<file path="src/rtl/evt_pkg.sv">
// Shared types and window constants for the event timer global block.
// Assumes a 10-bit byte address and a 32-bit data bus.
package evt_pkg;
    localparam int ADDR_W   = 10;
    localparam int WORD_W   = 32;
    localparam int CNT_W    = 64;
    localparam int IDX_W    = 5;
    localparam int TREG_W   = 2;

    typedef enum logic [2:0] {
        SEL_NONE,
        SEL_CAP,
        SEL_CFG,
        SEL_STAT,
        SEL_CNT,
        SEL_TMR
    } sel_e;

    typedef struct packed {
        sel_e              kind;
        logic              hi;
        logic [IDX_W-1:0]  idx;
        logic [TREG_W-1:0] treg;
    } dec_t;
endpackage

</file>
<file path="src/rtl/evt_addr_decode.sv">
// Address decoder: classifies a window address as a global register,
// a channel register or a hole. Purely combinational.
// Assumes word-aligned addresses; bits 1:0 are ignored.
module evt_addr_decode
    import evt_pkg::*;
#(
    parameter int NUM_CH = 3
) (
    input  logic [ADDR_W-1:0] addr,
    output dec_t              dec
);
    localparam int GRP_BASE = 8;  // 0x100 >> 5

    logic [IDX_W-1:0] tidx;

    // Channel index relative to the first channel group.
    always_comb tidx = addr[9:5] - IDX_W'(GRP_BASE);

    // Classify the address.
    always_comb begin
        dec      = '0;
        dec.kind = SEL_NONE;
        dec.hi   = addr[2];
        dec.idx  = tidx;
        dec.treg = addr[4:3];
        if (addr[9:8] == 2'b00) begin
            case (addr[7:3])
                5'h00:   dec.kind = SEL_CAP;
                5'h02:   dec.kind = SEL_CFG;
                5'h04:   dec.kind = SEL_STAT;
                5'h1E:   dec.kind = SEL_CNT;
                default: dec.kind = SEL_NONE;
            endcase
        end else if (({1'b0, tidx} < 6'(NUM_CH)) && (addr[4:3] != 2'b11)) begin
            dec.kind = SEL_TMR;
        end
    end
endmodule

</file>
<file path="src/rtl/evt_main_counter.sv">
// 64-bit main counter with 32-bit half writes.
// Assumes the caller never asserts both half writes in one cycle.
module evt_main_counter #(
    parameter int CNT_W = 64
) (
    input  logic               clk,
    input  logic               rst_n,
    input  logic               run,
    input  logic               wr_lo,
    input  logic               wr_hi,
    input  logic [CNT_W/2-1:0] wdata,
    output logic [CNT_W-1:0]   count
);
    localparam int HALF = CNT_W / 2;

    // Half writes take priority over a tick.
    always_ff @(posedge clk) begin
        if (!rst_n)     count <= '0;
        else if (wr_lo) count[HALF-1:0] <= wdata;
        else if (wr_hi) count[CNT_W-1:HALF] <= wdata;
        else if (run)   count <= count + CNT_W'(1);
    end

    assert_step_R4: assert property (@(posedge clk) disable iff (!rst_n)
        (run && !wr_lo && !wr_hi) |=> count == $past(count) + CNT_W'(1));

    assert_hold_R4: assert property (@(posedge clk) disable iff (!rst_n)
        (!run && !wr_lo && !wr_hi) |=> $stable(count));

    assert_half_R5: assert property (@(posedge clk) disable iff (!rst_n)
        wr_lo |=> count[CNT_W-1:HALF] == $past(count[CNT_W-1:HALF]));
endmodule

</file>
<file path="src/rtl/evt_int_status.sv">
// Per-channel interrupt status: set by channel pulses, cleared by
// write-one-to-clear; emits clear strobes for bits actually cleared.
module evt_int_status #(
    parameter int NUM_CH = 3
) (
    input  logic              clk,
    input  logic              rst_n,
    input  logic [NUM_CH-1:0] set,
    input  logic              clr_wr,
    input  logic [NUM_CH-1:0] clr_data,
    output logic [NUM_CH-1:0] status,
    output logic [NUM_CH-1:0] clr_strobe
);
    // Only bits that are currently set are cleared.
    always_comb clr_strobe = clr_wr ? (clr_data & status) : '0;

    // Update the status bits; a set in the same cycle wins.
    always_ff @(posedge clk) begin
        if (!rst_n) status <= '0;
        else        status <= (status & ~clr_strobe) | set;
    end

    assert_w1c_R6: assert property (@(posedge clk) disable iff (!rst_n)
        clr_wr |=> (status & $past(clr_data & ~set)) == '0);

    assert_set_wins_R7: assert property (@(posedge clk) disable iff (!rst_n)
        (|set) |=> (status & $past(set)) == $past(set));

    assert_keep_R6: assert property (@(posedge clk) disable iff (!rst_n)
        !clr_wr |=> (status & $past(status)) == $past(status));
endmodule

</file>
<file path="src/rtl/evt_timer_globals.sv">
// Global register block of a multi-channel event timer: capability,
// configuration, interrupt status and main counter, plus channel select
// forwarding. Assumes 3 <= NUM_CH <= 32 and a single-cycle register bus.
module evt_timer_globals
    import evt_pkg::*;
#(
    parameter int          NUM_CH  = 3,
    parameter logic [15:0] VENDOR  = 16'h5A3C,
    parameter logic [31:0] TICK_FS = 32'd10_000_000
) (
    input  logic                     clk,
    input  logic                     rst_n,
    input  logic                     bus_valid,
    input  logic                     bus_write,
    input  logic [ADDR_W-1:0]        bus_addr,
    input  logic [WORD_W-1:0]        bus_wdata,
    output logic [WORD_W-1:0]        bus_rdata,
    input  logic                     tick_en,
    input  logic [NUM_CH-1:0]        ch_event,
    input  logic [NUM_CH*WORD_W-1:0] ch_rdata,
    output logic [NUM_CH-1:0]        ch_sel,
    output logic [TREG_W-1:0]        ch_reg,
    output logic                     ch_hi,
    output logic                     ch_we,
    output logic [NUM_CH-1:0]        ch_clear,
    output logic [CNT_W-1:0]         main_count,
    output logic                     glb_enable,
    output logic                     glb_legacy
);
    localparam logic [7:0]  REV_ID = 8'h01;
    localparam logic [CNT_W-1:0] CAP_WORD =
        {TICK_FS, VENDOR, 1'b1, 1'b0, 1'b1, 5'(NUM_CH - 1), REV_ID};

    dec_t              dec;
    logic              acc_wr, acc_rd;
    logic              cfg_wr, stat_wr, cnt_wr_lo, cnt_wr_hi;
    logic [1:0]        cfg_q;
    logic [NUM_CH-1:0] status;
    logic [CNT_W-1:0]  reg_val;
    logic [WORD_W-1:0] ch_word, rd_word;

    evt_addr_decode #(.NUM_CH(NUM_CH)) u_dec (
        .addr (bus_addr),
        .dec  (dec)
    );

    // Access qualifiers per register.
    always_comb begin
        acc_wr    = bus_valid && bus_write;
        acc_rd    = bus_valid && !bus_write;
        cfg_wr    = acc_wr && dec.kind == SEL_CFG  && !dec.hi;
        stat_wr   = acc_wr && dec.kind == SEL_STAT && !dec.hi;
        cnt_wr_lo = acc_wr && dec.kind == SEL_CNT  && !dec.hi;
        cnt_wr_hi = acc_wr && dec.kind == SEL_CNT  &&  dec.hi;
    end

    // Configuration: only enable and legacy bits are stored.
    always_ff @(posedge clk) begin
        if (!rst_n)      cfg_q <= '0;
        else if (cfg_wr) cfg_q <= bus_wdata[1:0];
    end

    assign glb_enable = cfg_q[0];
    assign glb_legacy = cfg_q[1];

    evt_main_counter #(.CNT_W(CNT_W)) u_cnt (
        .clk   (clk),
        .rst_n (rst_n),
        .run   (cfg_q[0] && tick_en),
        .wr_lo (cnt_wr_lo),
        .wr_hi (cnt_wr_hi),
        .wdata (bus_wdata),
        .count (main_count)
    );

    evt_int_status #(.NUM_CH(NUM_CH)) u_stat (
        .clk        (clk),
        .rst_n      (rst_n),
        .set        (ch_event),
        .clr_wr     (stat_wr),
        .clr_data   (bus_wdata[NUM_CH-1:0]),
        .status     (status),
        .clr_strobe (ch_clear)
    );

    // One-hot channel select per channel.
    for (genvar g = 0; g < NUM_CH; g++) begin : g_sel
        assign ch_sel[g] = bus_valid && dec.kind == SEL_TMR && dec.idx == IDX_W'(g);
    end

    assign ch_reg = dec.treg;
    assign ch_hi  = dec.hi;
    assign ch_we  = acc_wr && dec.kind == SEL_TMR;

    // Gather the selected channel's read word.
    always_comb begin
        ch_word = '0;
        for (int i = 0; i < NUM_CH; i++)
            if (ch_sel[i]) ch_word |= ch_rdata[i*WORD_W +: WORD_W];
    end

    // Select the 64-bit global register being read.
    always_comb begin
        case (dec.kind)
            SEL_CAP:  reg_val = CAP_WORD;
            SEL_CFG:  reg_val = CNT_W'(cfg_q);
            SEL_STAT: reg_val = CNT_W'(status);
            SEL_CNT:  reg_val = main_count;
            default:  reg_val = '0;
        endcase
        if (dec.kind == SEL_TMR) rd_word = ch_word;
        else rd_word = dec.hi ? reg_val[CNT_W-1:WORD_W] : reg_val[WORD_W-1:0];
    end

    // Read data register, loaded only by a read.
    always_ff @(posedge clk) begin
        if (!rst_n)      bus_rdata <= '0;
        else if (acc_rd) bus_rdata <= rd_word;
    end

    assert_reset_R1: assert property (@(posedge clk)
        !rst_n |=> (main_count == '0 && cfg_q == '0 && bus_rdata == '0));

    assert_cfg_hold_R3: assert property (@(posedge clk) disable iff (!rst_n)
        !cfg_wr |=> $stable({glb_enable, glb_legacy}));

    assert_sel_onehot_R8: assert property (@(posedge clk) disable iff (!rst_n)
        $onehot0(ch_sel));

    assert_sel_valid_R8: assert property (@(posedge clk) disable iff (!rst_n)
        !bus_valid |-> ch_sel == '0);

    assert_rdata_hold_R10: assert property (@(posedge clk) disable iff (!rst_n)
        !acc_rd |=> $stable(bus_rdata));
endmodule

</file>
<file path="config.mk">
export PLATFORM = sky130hd
export DESIGN_NAME = evt_timer_globals
export DESIGN_NICKNAME = d
export VERILOG_FILES = /design/src/rtl/evt_pkg.sv /design/src/rtl/evt_addr_decode.sv /design/src/rtl/evt_main_counter.sv /design/src/rtl/evt_int_status.sv /design/src/rtl/evt_timer_globals.sv
export SDC_FILE = /design/constraint.sdc
export NUM_CORES = 1
export LEC_CHECK = 0
export BUFFER_PORTS_ARGS = -buffer_cell sky130_fd_sc_hd__buf_2
export CORE_ASPECT_RATIO = 1.2
export CORE_MARGIN = 4
export CORE_UTILIZATION = 45
export CTS_CLUSTER_DIAMETER = 30
export DETAILED_ROUTE_END_ITERATION = 10
export PLACE_DENSITY = 0.77
export SKIP_LAST_GASP = 1
export SLEW_MARGIN = 20
export SYNTH_ARGS = -nofsm -noshare
export SYNTH_HDL_FRONTEND = slang
export SYNTH_SLANG_ARGS = --single-unit
</file>
<file path="constraint.sdc">
create_clock -name clk -period 2.41 [get_ports clk]
set_input_delay 0.241 -clock clk [delete_from_list [all_inputs] [get_ports clk]]
set_output_delay 0.241 -clock clk [all_outputs]
set_load 0.05 [all_outputs]
</file>
### Yosys cells after proc, flatten, opt, wreduce, memory -nomap -nowiden

Index checks and enable logic that the tools add are counted.

* register bits: 101
* bits of input ports: 146
* output and inout bits: 108
* logic and storage cells: 66

* $add $sub $neg: 2
* order comparisons: 1
* equal/unequal tests: 12
* mux-type cells: 14
* bitwise logic cells: 7
* reductions and logical operators: 25

Operators by type and width (count)
* two-way mux 32 bit: 8
* case mux 64 bit (4 select lines): 1
* adder 64 x 1 -> 64 bit (second input constant): 1
* two-way mux 64 bit: 1
* OR 32 bit: 2
* logical AND 1 bit: 16
* case mux 3 bit (4 select lines): 1
* equality test 5 x 2 -> 1 bit (second input constant): 2
* zero test 5 bit: 2
* two-way mux 3 bit: 3
* bitwise AND 3 bit: 2
* equality test 3 x 2 -> 1 bit (second input constant): 2
* equality test 3 bit (second input constant): 2
* equality test 5 x 1 -> 1 bit (second input constant): 1
* equality test 5 x 3 -> 1 bit (second input constant): 1
* equality test 5 bit (second input constant): 1
* < comparator 5 x 2 -> 1 bit (second input constant): 1
* subtractor 5 x 4 -> 5 bit (second input constant): 1
* != test 2 bit (second input constant): 2
* AND reduction 2 bit: 2
* nonzero test 2 bit: 2
* equality test 3 x 1 -> 1 bit (second input constant): 1
* NOT 3 bit: 1
* OR 3 bit: 1
* other kinds (3): 4

### Depth between registers and ports, before layout

Gate-level depths: netlist (run 1).

* word-level depth: 14
* mapped depth: 11

### Modules after synthesis

A second synthesis (run 1) with hierarchy kept.

* cell total of the unflattened synthesis: 921
* area, all modules: 7023.0 um2

By module, submodules not included
* evt_main_counter: times used 1, cells each 555, area an instance 4070.2 um2
* evt_timer_globals: times used 1, cells each 330, area an instance 2647.5 um2
* evt_addr_decode: times used 1, cells each 24, area an instance 177.7 um2
* evt_int_status: times used 1, cells each 12, area an instance 127.6 um2

### Worst setup path after synthesis (run 1)

OpenSTA, ideal clock, no wires.

* kind: flip-flop to flip-flop
* start point: register u_cnt.count[6]
* end point: register u_cnt.count[43]
* data arrival time: 2.851 ns
* setup slack: -0.556 ns
* cell stages (with the launch flop): 9
* buffers on the path: 2
* period minus slack after synthesis: 2.966 ns
* cell sequence: dfxtp_1 -> buf_2 -> and4_4 -> nand4_4 -> or4_1 -> buf_2 -> or4_4 -> o211a_1 -> o21a_1

* longest elaborated chain between the ends: 3

Ends and longest elaborated chain
* start: declaration: line evt_main_counter.sv:12 `output logic [CNT_W-1:0] count`
* start signal: indexed assignment: line evt_main_counter.sv:19 `else if (wr_lo) count[HALF-1:0] <= wdata;`
* start signal: indexed assignment: line evt_main_counter.sv:20 `else if (wr_hi) count[CNT_W-1:HALF] <= wdata;`
* start signal: assignment: line evt_main_counter.sv:21 `else if (run) count <= count + CNT_W'(1);`
* adder 64 x 1 -> 64 bit: line evt_main_counter.sv:21
* two-way mux 64 bit: line evt_main_counter.sv:21
* two-way mux 32 bit: line evt_main_counter.sv:20

Every way passes these cells. The select of a mux whose other input is x is not followed.
A chain may end at the register's enable or synchronous reset.

### Worst setup path in the final report (run 1)

* start point: input port bus_addr[9]
* end point: output port ch_clear[1]

* longest elaborated chain between the ends: 9
* elaborated cells between the ends (all ways): 10
* those cells by class: add/sub: 1; order compare: 1; eq/ne: 1; mux: 3; reduce/logical: 4

Ends and longest elaborated chain
* start: declaration: line evt_timer_globals.sv:15 `input logic [ADDR_W-1:0] bus_addr,`
* subtractor 5 x 4 -> 5 bit: line evt_addr_decode.sv:17 `always_comb tidx = addr[9:5] - IDX_W'(GRP_BASE);`
* < comparator 5 x 2 -> 1 bit: line evt_addr_decode.sv:34 `end else if (({1'b0, tidx} < 6'(NUM_CH)) && (addr[4:3] != 2'b11)) begin`
* logical AND 1 bit: line evt_addr_decode.sv:34
* two-way mux 3 bit: line evt_addr_decode.sv:34
* two-way mux 3 bit *: line evt_addr_decode.sv:26 `if (addr[9:8] == 2'b00) begin`
* equality test 3 x 2 -> 1 bit *: line evt_timer_globals.sv:52 `stat_wr = acc_wr && dec.kind == SEL_STAT && !dec.hi;`
* logical AND 1 bit * (2 in a row): line evt_timer_globals.sv:52
* two-way mux 3 bit *: line evt_int_status.sv:15 `always_comb clr_strobe = clr_wr ? (clr_data & status) : '0;`
* end: declaration: line evt_timer_globals.sv:25 `output logic [NUM_CH-1:0] ch_clear,`

Every way passes the cells marked *; elsewhere a longest branch is shown, timed or not.

==> results of run 1 <==
## power breakdown
group          internal, W  switching, W  total, W
clock network     0.000843      0.000708   0.00155
registers          0.00168     0.0000132   0.00170
logic             0.000182      0.000305  0.000486
## tightest hold or removal path, stage by stage
cell,delay (ps)
buf_2,70
a21oi_1,30
nor2_1,70
## layout make-up
type | instances | area [um2] | share of cell area [%]
Clock buffer | 10 | 239.0 | 2.687
Multi-Input combinational cell | 703 | 4290 | 48.25
Tap cell | 175 | 219.0 | 2.462
Antenna cell | 1 | 2.502 | 0.02814
Inverter | 13 | 48.80 | 0.5488
Clock inverter | 6 | 70.07 | 0.7880
Timing Repair Buffer | 338 | 1949 | 21.92
Sequential cell | 101 | 2073 | 23.32
## flip-flops by register name (all words and copies together) (netlist names)
name and cells:
bus_rdata 32, cfg_q 2, u_cnt.count 64, u_stat.status 3
## kinds of logic (layout without fill, tap and decap cells)
kind of cell | count (synthesis) | in the layout | synth area share [%]
mux | 34 | 34 | 5.251
buf+inv | 85 | 367 | 5.175
fa+ha+maj | 4 | 4 | 0.7611
flops | 101 | 101 | 30.75
other cells | 0 | 1 | 0
compound gates | 350 | 350 | 32.21
xor+xnor | 15 | 15 | 1.998
simple gates | 300 | 300 | 23.86
## cell usage after synthesis, types with 7 or more instances
master	n	area share, %
o21ai_0	97	7.4
nand3_1	49	3.7
a22oi_1	35	4.0
nor3_1	21	1.6
a31oi_1	21	2.0
and3_1	16	1.5
and4_1	8	1.1
a21o_1	11	1.3
inv_1	13	0.74
a211oi_1	8	0.91
a221oi_1	11	1.5
nor2_1	53	3.0
mux2i_1	30	4.6
clkbuf_1	57	3.3
nor4_1	18	1.7
nand4_1	24	2.3
buf_2	8	0.61
o211ai_1	7	0.80
dfxtp_1	101	31
nand2_1	69	3.9
a21oi_1	116	8.8
xor2_1	9	1.2
## per-layer routing
layer,share of wire (%),up-vias
li1,-,3932
met3,11,82
met2,48,540
met4,4.3,0
met5,0,-
met1,38,3918
## worst max path at each step
stage | end
final | ch_clear[1]
after global routing | u_cnt.count[48]
after CTS | u_cnt.count[52]
after detailed placement | ch_clear[2]
after global placement | ch_clear[2]
after floorplan | u_cnt.count[43]
## metrics by stage
| stage | setup WS (ps) | area [um2] | total power (W) | cells | hold WS, ps |
|---|---|---|---|---|---|
| 6_report | 118.8 | 8892 | 0.003734 | 1347 | 96.86 |
| 5_1_grt | -8.096 | 8890 | 0.003861 | 1346 | 115.4 |
| 4_1_cts | 100.2 | 8881 | 0.003739 | 1346 | 91.48 |
| 3_5_place_dp | -118.8 | 8553 | 0.002213 | 1330 | 442.2 |
| 3_3_place_gp | -88.84 | 8553 | 0.002207 | 1330 | 434.9 |
| 2_1_floorplan | -88.01 | 6681 | 0.001987 | 889 | 358.4 |
==> flow_summary.toml, run 1 <==
[sta]
max_freq_mhz = 436.5
relSlewSlack_pct = 58.33
finClkSkew_ps = 8.665
fin_crit_ps = 2291
finalSetupTns_ps = 0
hold_viol_final = 0
setup_viol = 0
worst_slew_pin_slew_ps = 625.1
fin_crit_sh_pct = 95.07
rsz0062_at_grt = "yes"
final-max-slew-violation-count = 0

[floorplan]
io_pins = 254
die_h_um = 140.4
start_util_pct = 45.82
placementRows = 48
die_w_um = 118.4
core_um2 = 14350
dieArea_um2 = 16620

[place]
dp_hpwl_mm = 21.63
routabilityCongestion = 0.9802
port_buffers = 251

[logic_synthesis]
synth_flop_cell = "dfxtp_1"
avgSynthCellArea_um2 = 7.397
synth_seq_cells = 101
synth_cell_types = 66
async_flop_share_pct = 0
synth_edf_count = 0
ys_seq_area_share_pct = 30.75
synthCells = 889
ys_warn_count = 0
syn_nets = 1039
syn_area_um2 = 6576

[setup_path]
path_class = "in -> out"
path_delay_family = "simple AND/OR/NAND/NOR gates"
r2r_slack_ps = 140
cp.required_ps = 2170
path_cells = "buf_2, inv_1, ha_1, or4b_4, or3_1, a21oi_2, buf_4, and3_2, buf_4"
rr_worst_depth = 7
cpMaxStageDelayCell = "or4b_4"
path_buf_inv = 4
worstReg2RegStart = "u_cnt.count[8]"
critPathLaunchType = "input port"
r2r-end = "u_cnt.count[59]"
critPathMaxStageDelay_ps = 480
cp.depth = 9
cp-end-kind = "output pin"
worstPathMaxFanout = 5
crit_path_start = "bus_addr[9]"
crit_path_frequent_cell = "buf_4"
cp.arrival_ps = 2050

[grt]
grt_max_degree = 42
globalRouteOverflowTotal = 0
grt.busiest_layer = "met2"
met1_usage_pct = 40.51
grt_pass1_wl_mm = 43.55
grt.met3_usage_pct = 6.664
grt_use_total_pct = 32.46
grtUsageMet2_pct = 54.11
antenna_found_initial = 0
grt_pass1_vias = 7965

[cts]
hold_buffers = 0
tritoncts = "done"
htreeDepth = 3
cts.clk_slew.worst_paths_ps = 70
cts_buffers = 9
clk_latency_ps = 360
ctsResizeCount = 6
cts_max_path_buffers = 2
cts.sinks = 101
post_cts.repair.setup_buffers = 0
root_buffer = "clkbuf_16"

[final_layout]
syn_to_final_growth_pct = 35.22
layout_commonest_cell = "buf_2"
fillers = 1345
final_cell_mix = "buf_2 (248), a21oi_1 (115), o21ai_0 (97)"
layout-drive-gt1-share_pct = 34.76
final_util_pct = 61.95
fin_nets = 1316

[job]
drv_cap = 0

[pwr]
power.density_nw_per_um2 = 419.9
max-vdd-ir-drop_v = 0.0002695
leakagePower_nw = 3.755

[worst_hold_path]
min_from = "ch_event[2]"
holdPathStages = 3
hold_class = "in -> reg"
min_to = "u_stat.status[2]"

[route]
final_antenna_net_count = 0
vias = 8472
first_pass_iters = 6
vias_per_cell = 6.290
first_iter_violations = 1123
drc = 0
finalWirelength_mm = 28.06
wl_per_cell_um = 20.83

[outcome]
status = "finished clean"
(Power assumes the default switching activity.)
==> run 2, diff against run 1 <==
--- a/config.mk
+++ b/config.mk
@@ -12,6 +12,7 @@
 export CTS_CLUSTER_DIAMETER = 30
 export DETAILED_ROUTE_END_ITERATION = 10
 export PLACE_DENSITY = 0.77
+export REMOVE_ABC_BUFFERS = 1
 export SKIP_LAST_GASP = 1
 export SLEW_MARGIN = 20
 export SYNTH_ARGS = -nofsm -noshare
==> flow_summary.toml, run 2 (synthesis gave the netlist of run 1 again) <==
[setup_path]
cp.arrival_ps = 2610
worstReg2RegStart = "u_cnt.count[9]"
r2r_slack_ps = 90
critPathLaunchType = "flop"
cp.required_ps = 2710
path_buf_inv = 1
path_class = "reg -> reg"
critPathMaxStageDelay_ps = 550
path_cells = "and4_4, nand4_4, or4_4, buf_4, or4_1, a21o_1, a21oi_2"
worstPathMaxFanout = 6
r2r-end = "u_cnt.count[59]"
cp-end-kind = "flop"
path_delay_family = "simple AND/OR/NAND/NOR gates"
rr_worst_depth = 7
cpMaxStageDelayCell = "or4_4"

[route]
drc = 0
final_antenna_net_count = 0
first_pass_iters = 6
first_iter_violations = 862
vias_per_cell = 6.283
wl_per_cell_um = 20.63
vias = 8551
finalWirelength_mm = 28.07

[floorplan]
io_pins = 254
die_h_um = 140.4
dieArea_um2 = 16620
die_w_um = 118.4
core_um2 = 14350
placementRows = 48
start_util_pct = 45.82

[pwr]
leakagePower_nw = 3.838
power.density_nw_per_um2 = 429.3
finalPower_w = 0.003849
max-vdd-ir-drop_v = 0.0002793

[sta]
fin_crit_sh_pct = 96.07
worst_slack_ps = 94.80
final-max-slew-violation-count = 0
setup_viol = 0
worst_slew_pin_slew_ps = 1175
rsz0062_at_grt = "no"
finalSetupTns_ps = 0
hold_viol_final = 0
relSlewSlack_pct = 21.38
max_freq_mhz = 431.9
fin_crit_ps = 2315
finClkSkew_ps = 5.600

[grt]
antenna_found_initial = 0
grt_pass1_wl_mm = 43.10
grt_use_total_pct = 32.25
grt_max_degree = 31
grt_pass1_vias = 7996
globalRouteOverflowTotal = 0

[final_layout]
ff_latch_area_um2 = 2022
stdcell_count = 1361
top_register = "u_cnt.count"
layout_commonest_cell = "buf_2"
syn_to_final_growth_pct = 36.36
diodes = 0
top_regs = "u_cnt.count x64, bus_rdata x32, u_stat.status x3"
multi_input_area_um2 = 4280
largest_reg_flops = 64
fillers = 1338
layout-drive-gt1-share_pct = 33.31
fin_nets = 1331
final_cell_mix = "buf_2 (248), a21oi_1 (114), dfxtp_1 (101), buf_4 (101), o21ai_0 (97)"

[worst_hold_path]
min_to = "u_stat.status[1]"
hold_class = "in -> reg"
min_from = "ch_event[1]"
holdPathStages = 3

[cts]
cts_max_path_buffers = 2
cts.clk_slew.worst_paths_ps = 70
htreeDepth = 3
cts.sinks = 101
hold_buffers = 0
clk_latency_ps = 360
cts_buffers = 9
tritoncts = "done"
root_buffer = "clkbuf_16"

[outcome]
status = "finished clean"

[place]
dp_hpwl_mm = 21.49
pre_cts_ws_ps = -112.2
dp_cells = 1342
port_buffers = 251
routabilityCongestion = 1.012

[job]
drv_cap = 0
-- run 2: cell count changes in the layout (fill, tap and decap cells not counted), sizes merged --
cell	previous run	this run
diode	1	0
clkbuf	10	12
clkinvlp	1	0
bufinv	1	2
inv	15	13
buf	338	353
-- run 2: cell type report --
type | instances | share of cell area (%)
clock buffer | 12 | 2.860
clock inverter | 4 | 0.7814
tap | 175 | 2.442
timing repair buffer | 353 | 23.09
inverter | 13 | 0.5442
multi-input combinational | 703 | 47.73
sequential | 101 | 22.55
-- run 2: power breakdown --
group	leakage (nW)	internal (W)	switching (W)
clock	0.163	0.000965	0.000679
sequential	0.818	0.00169	0.0000133
combinational	2.86	0.000189	0.000310
total	3.84	0.00285	0.00100
-- run 2: layer usage --
layer,part of all wire [%],wire (um),vias to the layer above,global-route usage (%)
met4,4.2,1188,0,15.25
li1,-,-,3955,-
met1,38,10580,3988,38.98
met2,48,13510,519,55.28
met5,0,0,-,0
met3,9.9,2791,89,5.977
-- run 2: through the flow --
step           hold WS (ps)  util (%)  instance area, um2
6_report              92.49     62.47                8967
5_1_grt               128.4     62.47                8967
4_1_cts               88.93     62.26                8937
3_5_place_dp          442.7     59.75                8577
3_3_place_gp          436.0     59.75                8577
2_1_floorplan         349.6         -                6285
-- run 2: how the worst max path moves through the flow --
stage / from / end / slack, ps / cells after the start
2_1_floorplan: bus_addr[9] / u_cnt.count[10] / -2560 / 8
3_3_place_gp: bus_addr[9] / u_cnt.count[18] / -80 / 9
3_5_place_dp: bus_addr[9] / u_cnt.count[18] / -110 / 9
4_1_cts: bus_addr[9] / ch_clear[2] / 4 / 10
5_1_grt: u_cnt.count[8] / u_cnt.count[59] / 30 / 7
6_report: u_cnt.count[9] / u_cnt.count[59] / 90 / 7
-- run 2: timing repair --
| action | CTS | global route |
|---|---|---|
| resized for setup | 4 | 9 |
| pin swaps | 2 | 0 |
| buffers inserted | 3 | 0 |
| endpoints found under the setup margin | 3 | 5 |
| endpoints found under the hold margin | 0 | 0 |
-- run 2: worst reg2reg max path: stages (launching register included) --
cell     delay (ps)
dfxtp_1         340
and4_4          270
nand4_4         100
or4_4           550
buf_4           180
or4_1           500
a21o_1          210
a21oi_2         110
==> run 3, diff against run 2 <==
==> constraint.sdc (replaced) <==
create_clock -name clk -period 2.41 [get_ports clk]
set_input_delay 0.1205 -clock clk [delete_from_list [all_inputs] [get_ports clk]]
set_output_delay 0.1205 -clock clk [all_outputs]
set_load 0.05 [all_outputs]
==> flow_summary.toml, run 3 (synthesis gave the netlist of run 1 again) <==
[sta]
setup_viol = 0
fin_crit_ps = 2353
finClkSkew_ps = 9.785
relSlewSlack_pct = 51.74
fin_crit_sh_pct = 97.62
worst_slew_pin_slew_ps = 723.9
hold_slack_ps = 34.78
worst_slack_ps = 57.46
hold_viol_final = 0
final-max-slew-violation-count = 0
max_freq_mhz = 425.1

[final_layout]
layout_commonest_cell = "buf_2"
fillers = 1302
top_register = "u_cnt.count"
ff_latch_area_um2 = 2022
layout-drive-gt1-share_pct = 32.00
stdcell_count = 1347
stdcell_area_um2 = 8848
top_regs = "u_cnt.count x64, bus_rdata x32, u_stat.status x3"
largest_reg_flops = 64
syn_to_final_growth_pct = 34.55
multi_input_area_um2 = 4274
final_cell_mix = "buf_2 (251), a21oi_1 (115), dfxtp_1 (101)"
diodes = 0
fin_nets = 1318

[setup_path]
critPathMaxStageDelay_ps = 630
cp.required_ps = 2290
cp.arrival_ps = 2230
cp-end-kind = "output pin"
path_buf_inv = 3
critPathLaunchType = "input port"
worstPathMaxFanout = 5
path_class = "in -> out"
cp.depth = 9
crit_path_frequent_cell = "buf_2"
rr_worst_depth = 6
cpMaxStageDelayCell = "or4b_2"
path_cells = "buf_2, inv_1, ha_1, or4b_2, or3_1, a21oi_2, nand2_1, nor2_1, buf_2"
path_delay_family = "simple AND/OR/NAND/NOR gates"

[grt]
grt_pass1_vias = 8011
globalRouteOverflowTotal = 0
grt_max_degree = 33
grt_use_total_pct = 32.16
grt_pass1_wl_mm = 43.41
antenna_found_initial = 0

[route]
finalWirelength_mm = 28.10
wl_per_cell_um = 20.86
first_iter_violations = 1005
vias = 8631
drc = 0
final_antenna_net_count = 0
first_pass_iters = 6
vias_per_cell = 6.408

[place]
placedInstanceArea_um2 = 8464
routabilityCongestion = 0.9832
dp_cells = 1327
dp_hpwl_mm = 21.41
pre_cts_ws_ps = 6.092
port_buffers = 251

[floorplan]
placementRows = 48
start_util_pct = 45.82
core_um2 = 14350
die_h_um = 140.4
die_w_um = 118.4
dieArea_um2 = 16620
io_pins = 254

[job]
drv_cap = 0

[pwr]
power.density_nw_per_um2 = 430.4
max-vdd-ir-drop_v = 0.0002697
leakagePower_nw = 3.758

[cts]
cts_buffers = 9
cts_max_path_buffers = 2
clk_latency_ps = 350
tritoncts = "done"
cts.sinks = 101
htreeDepth = 3
root_buffer = "clkbuf_16"
cts.clk_slew.worst_paths_ps = 70

[worst_hold_path]
hold_class = "in -> reg"
holdPathStages = 3

[outcome]
status = "finished clean"
-- run 3: final timing paths --
path                      to      startpoint  slack [ps]
max reg2reg  u_cnt.count[43]  u_cnt.count[9]          90
min          u_cnt.count[10]   bus_wdata[10]          30
max              ch_clear[2]     bus_addr[9]          60
min reg2reg     bus_rdata[7]    bus_rdata[7]         450
-- run 3: where the power goes --
| part | internal (W) | switching, W |
|---|---|---|
| Clock | 0.000933 | 0.000669 |
| Sequential | 0.00169 | 0.0000129 |
| Combinational | 0.000187 | 0.000314 |
-- run 3: cell type report --
type / count / area share [%]
clock buffers: 11 / 2.743
clock inverters: 4 / 0.8201
inverters: 13 / 0.5515
multi-input cells: 703 / 48.30
flip-flops and latches: 101 / 22.85
well taps: 175 / 2.475
repair buffers: 340 / 22.26
-- run 3: timing repair --
action,in CTS,in global routing
resized for setup,0,5
endpoints found under the hold margin,3,0
setup buffers,0,2
endpoints found under the setup margin,0,9
hold buffers,3,0
-- run 3: tightest hold or removal path: cells and delay by family --
| family | cells | cell delay [ps] |
|---|---|---|
| AND/OR/NAND/NOR | 1 | 50 |
| buffers and inverters | 1 | 120 |
| AO/OA/AOI/OAI | 1 | 50 |
-- run 3: per-layer routing --
layer | GRT usage (%) | vias to the layer above | wire (um)
met2 | 54.23 | 580 | 13530
met3 | 4.483 | 97 | 2718
met4 | 15.31 | 0 | 1226
met1 | 40.49 | 4022 | 10620
met5 | 0 | - | 0
li1 | - | 3932 | -
-- run 3: metrics by stage --
stage,setup TNS [ps],total power [W],util [%]
after detailed placement,0,0.002232,58.97
final,0,0.003809,61.65
after global placement,0,0.002225,58.97
after global routing,-36.58,0.003904,61.65
after CTS,0,0.003802,61.38
after floorplan,-108440,0.001950,-
